`config.mk`:
```
export PLATFORM = sky130hd
export DESIGN_NAME = irq_aggregator
export DESIGN_NICKNAME = d
export VERILOG_FILES = /design/src/rtl/irq_agg_pkg.sv /design/src/rtl/irq_edge_detect.sv /design/src/rtl/irq_status_bank.sv /design/src/rtl/irq_pin_driver.sv /design/src/rtl/irq_aggregator.sv
export SDC_FILE = /design/constraint.sdc
export NUM_CORES = 1
export LEC_CHECK = 0
export BUFFER_PORTS_ARGS = -buffer_cell sky130_fd_sc_hd__clkbuf_2
export CORE_UTILIZATION = 47
export CTS_CLUSTER_DIAMETER = 80
export DETAILED_ROUTE_END_ITERATION = 7
export PLACE_DENSITY = 0.77
export SYNTH_ARGS = -nofsm -noshare
export SYNTH_HDL_FRONTEND = slang
export SYNTH_SLANG_ARGS = --single-unit
```
`constraint.sdc`:
```
create_clock -name clk -period 1.3 [get_ports clk]
set_input_delay 0.13 -clock clk [delete_from_list [all_inputs] [get_ports clk]]
set_output_delay 0.13 -clock clk [all_outputs]
set_load 0.1 [all_outputs]
```
`src/rtl/irq_agg_pkg.sv`:
```
package irq_agg_pkg;

  // rising edge of sampled lines
  function automatic logic [63:0] f_rise(input logic [63:0] cur, input logic [63:0] prev);
    return cur & ~prev;
  endfunction

  // status update: clear first, then set, so a set never loses to a clear
  function automatic logic [63:0] f_next_status(input logic [63:0] cur,
                                                input logic [63:0] set_v,
                                                input logic [63:0] clr_v);
    return (cur & ~clr_v) | set_v;
  endfunction

  // physical pin level for a logical request
  function automatic logic f_pin_level(input logic active, input logic active_high);
    return active_high ? active : ~active;
  endfunction

endpackage

```
`src/rtl/irq_edge_detect.sv`:
```
module irq_edge_detect #(
  parameter int N_SRC = 16
) (
  input  logic             clk,
  input  logic             rst_n,
  input  logic [N_SRC-1:0] src_evt,
  output logic [N_SRC-1:0] src_rise
);
  import irq_agg_pkg::*;

  localparam int PADW = 64 - N_SRC;

  logic [N_SRC-1:0] src_q;
  logic [63:0]      rise_wide;

  always_ff @(posedge clk or negedge rst_n) begin
    if (!rst_n) src_q <= '0;
    else        src_q <= src_evt;
  end

  assign rise_wide = f_rise({{PADW{1'b0}}, src_evt}, {{PADW{1'b0}}, src_q});
  assign src_rise  = rise_wide[N_SRC-1:0];

  // a line that rose cannot rise again on the following cycle
  assert_single_edge_R2: assert property (@(posedge clk) disable iff (!rst_n)
    (src_rise != '0) |=> ((src_rise & $past(src_rise)) == '0));

endmodule

```
`src/rtl/irq_status_bank.sv`:
```
module irq_status_bank #(
  parameter int N_SRC = 16
) (
  input  logic             clk,
  input  logic             rst_n,
  input  logic [N_SRC-1:0] src_rise,
  input  logic             en_wr,
  input  logic [N_SRC-1:0] en_data,
  input  logic             sc_wr,
  input  logic             sc_set,
  input  logic [N_SRC-1:0] sc_mask,
  input  logic             rd_req,
  input  logic             cfg_clr_on_read,
  output logic [N_SRC-1:0] status_q,
  output logic [N_SRC-1:0] en_q,
  output logic [N_SRC-1:0] set_vec,
  output logic [N_SRC-1:0] clr_vec
);
  import irq_agg_pkg::*;

  localparam int PADW = 64 - N_SRC;

  logic [N_SRC-1:0] sw_set;
  logic [N_SRC-1:0] sw_clr;
  logic [N_SRC-1:0] rd_clr;
  logic [63:0]      next_wide;

  assign sw_set  = (sc_wr &&  sc_set) ? sc_mask : '0;
  assign sw_clr  = (sc_wr && !sc_set) ? sc_mask : '0;
  assign rd_clr  = (rd_req && cfg_clr_on_read) ? status_q : '0;
  assign set_vec = src_rise | sw_set;
  assign clr_vec = sw_clr | rd_clr;

  assign next_wide = f_next_status({{PADW{1'b0}}, status_q},
                                   {{PADW{1'b0}}, set_vec},
                                   {{PADW{1'b0}}, clr_vec});

  always_ff @(posedge clk or negedge rst_n) begin
    if (!rst_n) status_q <= '0;
    else        status_q <= next_wide[N_SRC-1:0];
  end

  always_ff @(posedge clk or negedge rst_n) begin
    if (!rst_n)     en_q <= '0;
    else if (en_wr) en_q <= en_data;
  end

  assert_enable_load_R4: assert property (@(posedge clk) disable iff (!rst_n)
    en_wr |=> (en_q == $past(en_data)));

  assert_set_wins_R7: assert property (@(posedge clk) disable iff (!rst_n)
    (set_vec != '0) |=> ((status_q & $past(set_vec)) == $past(set_vec)));

  assert_sw_clear_R5: assert property (@(posedge clk) disable iff (!rst_n)
    (sc_wr && !sc_set && set_vec == '0) |=> ((status_q & $past(sc_mask)) == '0));

  assert_sw_set_R6: assert property (@(posedge clk) disable iff (!rst_n)
    (sc_wr && sc_set) |=> ((status_q & $past(sc_mask)) == $past(sc_mask)));

  assert_read_clear_R8: assert property (@(posedge clk) disable iff (!rst_n)
    (rd_req && cfg_clr_on_read) |=>
      ((status_q & $past(status_q) & ~$past(set_vec)) == '0));

  assert_read_no_effect_R8: assert property (@(posedge clk) disable iff (!rst_n)
    (rd_req && !cfg_clr_on_read && !sc_wr && src_rise == '0) |=> $stable(status_q));

endmodule

```
`src/rtl/irq_pin_driver.sv`:
```
module irq_pin_driver #(
  parameter int               N_SRC    = 16,
  parameter logic [N_SRC-1:0] NMI_MASK = 'b111
) (
  input  logic             clk,
  input  logic             rst_n,
  input  logic [N_SRC-1:0] status_q,
  input  logic [N_SRC-1:0] en_q,
  input  logic             cfg_pin_active_high,
  output logic [N_SRC-1:0] pending,
  output logic             pin_any,
  output logic             irq_pin
);
  import irq_agg_pkg::*;

  logic [N_SRC-1:0] route;

  generate
    for (genvar i = 0; i < N_SRC; i++) begin : g_route
      if (NMI_MASK[i]) begin : g_nmi
        assign route[i] = 1'b1;
      end else begin : g_mask
        assign route[i] = en_q[i];
      end
    end
  endgenerate

  assign pending = status_q & route;
  assign pin_any = |pending;

  always_ff @(posedge clk or negedge rst_n) begin
    if (!rst_n) irq_pin <= 1'b0;
    else        irq_pin <= f_pin_level(pin_any, cfg_pin_active_high);
  end

  assert_pin_hold_R9: assert property (@(posedge clk) disable iff (!rst_n)
    pin_any |=> (irq_pin == $past(cfg_pin_active_high)));

  assert_pin_idle_R10: assert property (@(posedge clk) disable iff (!rst_n)
    !pin_any |=> (irq_pin == !$past(cfg_pin_active_high)));

endmodule

```
`src/rtl/irq_aggregator.sv`:
```
module irq_aggregator #(
  parameter int               N_SRC    = 16,
  parameter logic [N_SRC-1:0] NMI_MASK = 'b111
) (
  input  logic             clk,
  input  logic             rst_n,
  input  logic [N_SRC-1:0] src_evt,
  input  logic             en_wr,
  input  logic [N_SRC-1:0] en_data,
  input  logic             sc_wr,
  input  logic             sc_set,
  input  logic [N_SRC-1:0] sc_mask,
  input  logic             rd_req,
  input  logic             cfg_clr_on_read,
  input  logic             cfg_pin_active_high,
  output logic [N_SRC-1:0] rd_data,
  output logic             irq_pin
);

  logic [N_SRC-1:0] src_rise;
  logic [N_SRC-1:0] status_q;
  logic [N_SRC-1:0] en_q;
  logic [N_SRC-1:0] set_vec;
  logic [N_SRC-1:0] clr_vec;
  logic [N_SRC-1:0] pending;
  logic             pin_any;

  irq_edge_detect #(.N_SRC(N_SRC)) u_edge (
    .clk      (clk),
    .rst_n    (rst_n),
    .src_evt  (src_evt),
    .src_rise (src_rise)
  );

  irq_status_bank #(.N_SRC(N_SRC)) u_bank (
    .clk             (clk),
    .rst_n           (rst_n),
    .src_rise        (src_rise),
    .en_wr           (en_wr),
    .en_data         (en_data),
    .sc_wr           (sc_wr),
    .sc_set          (sc_set),
    .sc_mask         (sc_mask),
    .rd_req          (rd_req),
    .cfg_clr_on_read (cfg_clr_on_read),
    .status_q        (status_q),
    .en_q            (en_q),
    .set_vec         (set_vec),
    .clr_vec         (clr_vec)
  );

  irq_pin_driver #(.N_SRC(N_SRC), .NMI_MASK(NMI_MASK)) u_pin (
    .clk                 (clk),
    .rst_n               (rst_n),
    .status_q            (status_q),
    .en_q                (en_q),
    .cfg_pin_active_high (cfg_pin_active_high),
    .pending             (pending),
    .pin_any             (pin_any),
    .irq_pin             (irq_pin)
  );

  assign rd_data = status_q;

  // a latched non-maskable flag reaches the pin regardless of enable
  assert_nmi_reach_R11: assert property (@(posedge clk) disable iff (!rst_n)
    ((status_q & NMI_MASK) != '0) |=> (irq_pin == $past(cfg_pin_active_high)));

  // masked, non-NMI flags alone never assert the pin
  assert_masked_quiet_R3: assert property (@(posedge clk) disable iff (!rst_n)
    ((status_q & (en_q | NMI_MASK)) == '0) |=> (irq_pin == !$past(cfg_pin_active_high)));

  // cleared bits never come back without a set
  assert_clear_sticks_R5: assert property (@(posedge clk) disable iff (!rst_n)
    ((clr_vec & ~set_vec) != '0) |=> ((status_q & $past(clr_vec & ~set_vec)) == '0));

endmodule

```
==> results.yml <==
final_layout:
  fin_nets: 302
  final_cell_mix: "clkbuf_2 (53), nand3_1 (48), dfrtp_1 (34), nand2_1 (17), dlygate4sd3_1 (17)"
  finish.utilization_pct: 69.74
  drive_above_1_share_pct: 41.70
  syn_to_final_growth_pct: 41.89
  multi_input_comb_area_sq_um: 633.1
  final_common_cell: "clkbuf_2"
  fillers: 304
  ff_latch_area_sq_um: 1171
  insertedDiodeCount: 0
route:
  vias_per_cell: 5.092
  drtPass1Iterations: 4
  drc: 0
  wl_per_cell_um: 14.07
  wl_um: 4152
  num_vias: 1502
  drtAntennaViolNets: 0
  first_iter_violations: 58
min_path:
  hp-class: "input pin to flip-flop"
clocking:
  clock-sinks: 46
  clockRootBuffer: "clkbuf_8"
  htree_levels: 2
  clk_pin_slew_ps: 80
  cts_tree: "yes"
  cts_setup_buffers: 0
  clock_latency_ps: 290
  ctsResizeCount: 0
  clockBufferDepth: 2
  cts_made_buffers: 5
placed_design:
  dp_hpwl_um: 2924
  gp_congestion: 0.7316
  post-place-ws_ps: -92.02
  port_buffers: 69
yosys:
  synth_top_cell_by_area: "dfrtp_1"
  yosys.area_share.simple_pct: 23.26
  synth_compound_area_share_pct: 3.106
  ys_types: 15
  ys.warnings.count: 0
  synth_fa_ha_area_share_pct: 0
  synthTopCellsByArea: "dfrtp_1 (63%), nand3_1 (13%), mux2_2 (8.1%)"
  synth_xor_area_share_pct: 0.4831
  syn_avg_cell_area_sq_um: 11.55
  synthMuxAreaShare_pct: 8.075
  syn_area_sq_um: 1813
  seq_area_frac_synth_pct: 63.49
  postSynthCellCount: 157
  syn_nets: 213
  synth_top_family_by_area: "simple AND/OR/NAND/NOR gates"
  synth_top_area_share_pct: 63.49
  ys_seq_elements: 46
outcome:
  status: "finished with violations"
  violations: "negative setup slack"
setup_path:
  arrival_ps: 1580
  start_kind: "flip-flop"
  cp.required_ps: 1480
  critical_path_class: "flip-flop to flip-flop"
  crit_chain: "a222oi_1, and3_1, nand4_1, xnor2_1"
  cp_slowest_stage_delay_ps: 480
  critPathSlowestCell: "dfrtp_4"
  crit_fanout: 2
  worst_setup_path_end_kind: "flip-flop"
global_route:
  overflow: 0
  grt_first_pass_wirelength_um: 7058
  antenna_found_initial: 0
  first_global_vias: 1522
  grtUsageTotal_pct: 23.28
  grt_max_degree: 47
timing:
  finalWorstSetupSlack_ps: -103.8
  fin_crit_ps: 1404
  timing.final.crit_share_pct: 108.0
  final-setup-viol-count: 1
  hold_viol: 0
  fin_worst_skew_ps: 3.648
  hold_slack_ps: 25.27
  relSlewSlack_pct: 63.07
  fmax_ghz: 0.7124
  rsz0062_at_grt: "yes"
  slew_viol_final: 0
  tightest_slew_ps: 552.7
floorplan:
  fp.dieH_um: 64.11
  die_width_um: 64.11
  num_rows: 22
  dieArea_sq_um: 4110
  design.core.area_sq_um: 3689
  ioPinCount: 73
  start_util_pct: 49.15
pwr:
  vdd_drop_max_mv: 0.7701
  pwr_density_cell_nw_per_um2: 1355
  p_leak_nw: 1.221
run:
  drv_cap: 0
==> per-layer routing <==
metal / vias to the layer above / part of all wire [%] / track usage (%)
li1: 730 / - / -
met1: 713 / 42 / 28.15
met2: 45 / 51 / 38.30
met3: 14 / 3.8 / 4.821
met4: 0 / 3.4 / 13.89
met5: - / 0 / 0
==> final timing paths <==
kind / startpoint / endpoint / slack, ps / cells after the start
max: u_bank.status_q[8] / u_pin.irq_pin / -100 / 4
min in group asynchronous: rst_n / u_edge.src_q[1] / 380 / 3
max reg2reg: u_bank.status_q[8] / u_pin.irq_pin / -100 / 4
min reg2reg: u_edge.src_q[12] / u_bank.status_q[12] / 490 / 2
max in group asynchronous: rst_n / u_bank.status_q[8] / 680 / 3
min: cfg_pin_active_high / u_pin.irq_pin / 30 / 2
==> stage by stage <==
step / TNS, ps / power, mW / std cells / cell area, sq um
CTS: -104.3 / 3.517 / 295 / 2572
detailed placement: -92.02 / 2.667 / 270 / 2322
global route: -151.2 / 3.640 / 295 / 2572
finish: -103.8 / 3.485 / 295 / 2572
floorplan: -136.7 / 2.322 / 157 / 1833
global placement: -30.23 / 2.646 / 270 / 2322
==> cells in the mapped netlist <==
cell type   n
nand2b_1   16
and3_1      1
a22o_1      1
buf_2       2
nand2_1    17
nor3_1      1
a221oi_2    1
mux2_2     13
dfrtp_1    46
nand4_1     1
nand3_1    48
a222oi_1    1
clkbuf_1    5
xnor2_1     1
a22oi_1     3
==> timing repair <==
item | CTS | global route
endpoints found under the hold margin | 62 | 0
setup endpoints to repair | 1 | 1
hold buffers | 17 | 0
==> registers in the layout, summed over array words and instances, names as in the netlist <==
| signal | count |
|---|---|
| u_bank.status_q | 16 |
| u_pin.irq_pin | 1 |
| u_bank.en_q | 13 |
| u_edge.src_q | 16 |
==> layout make-up <==
cell class | count | area share [%]
Multi-Input combinational cell | 104 | 24.61
Sequential cell | 46 | 45.53
Tap cell | 48 | 2.335
Timing Repair Buffer | 89 | 24.42
Clock buffer | 8 | 3.113
==> cell families after synthesis <==
logic type,after synthesis
AOI/OAI and AO/OA,6
muxes,13
xor gates and xnor gates,1
and+or+nand+nor,84
buffers and inverters,7
DFF,46
==> critical path: cells and delay by family (launching register included) <==
| family | cells | cell delay (ps) |
|---|---|---|
| DFF | 1 | 480 |
| AOI/OAI and AO/OA | 1 | 370 |
| and+or+nand+nor | 2 | 310 |
| xor gates and xnor gates | 1 | 140 |
==> power breakdown <==
| group | total, mW | switching, mW | leakage (nW) | internal, mW |
|---|---|---|---|---|
| clock network | 0.811 | 0.429 | 0.0395 | 0.382 |
| logic | 1.02 | 0.689 | 0.660 | 0.328 |
| registers | 1.66 | 0.0865 | 0.522 | 1.57 |
(Power assumes the default switching activity.)
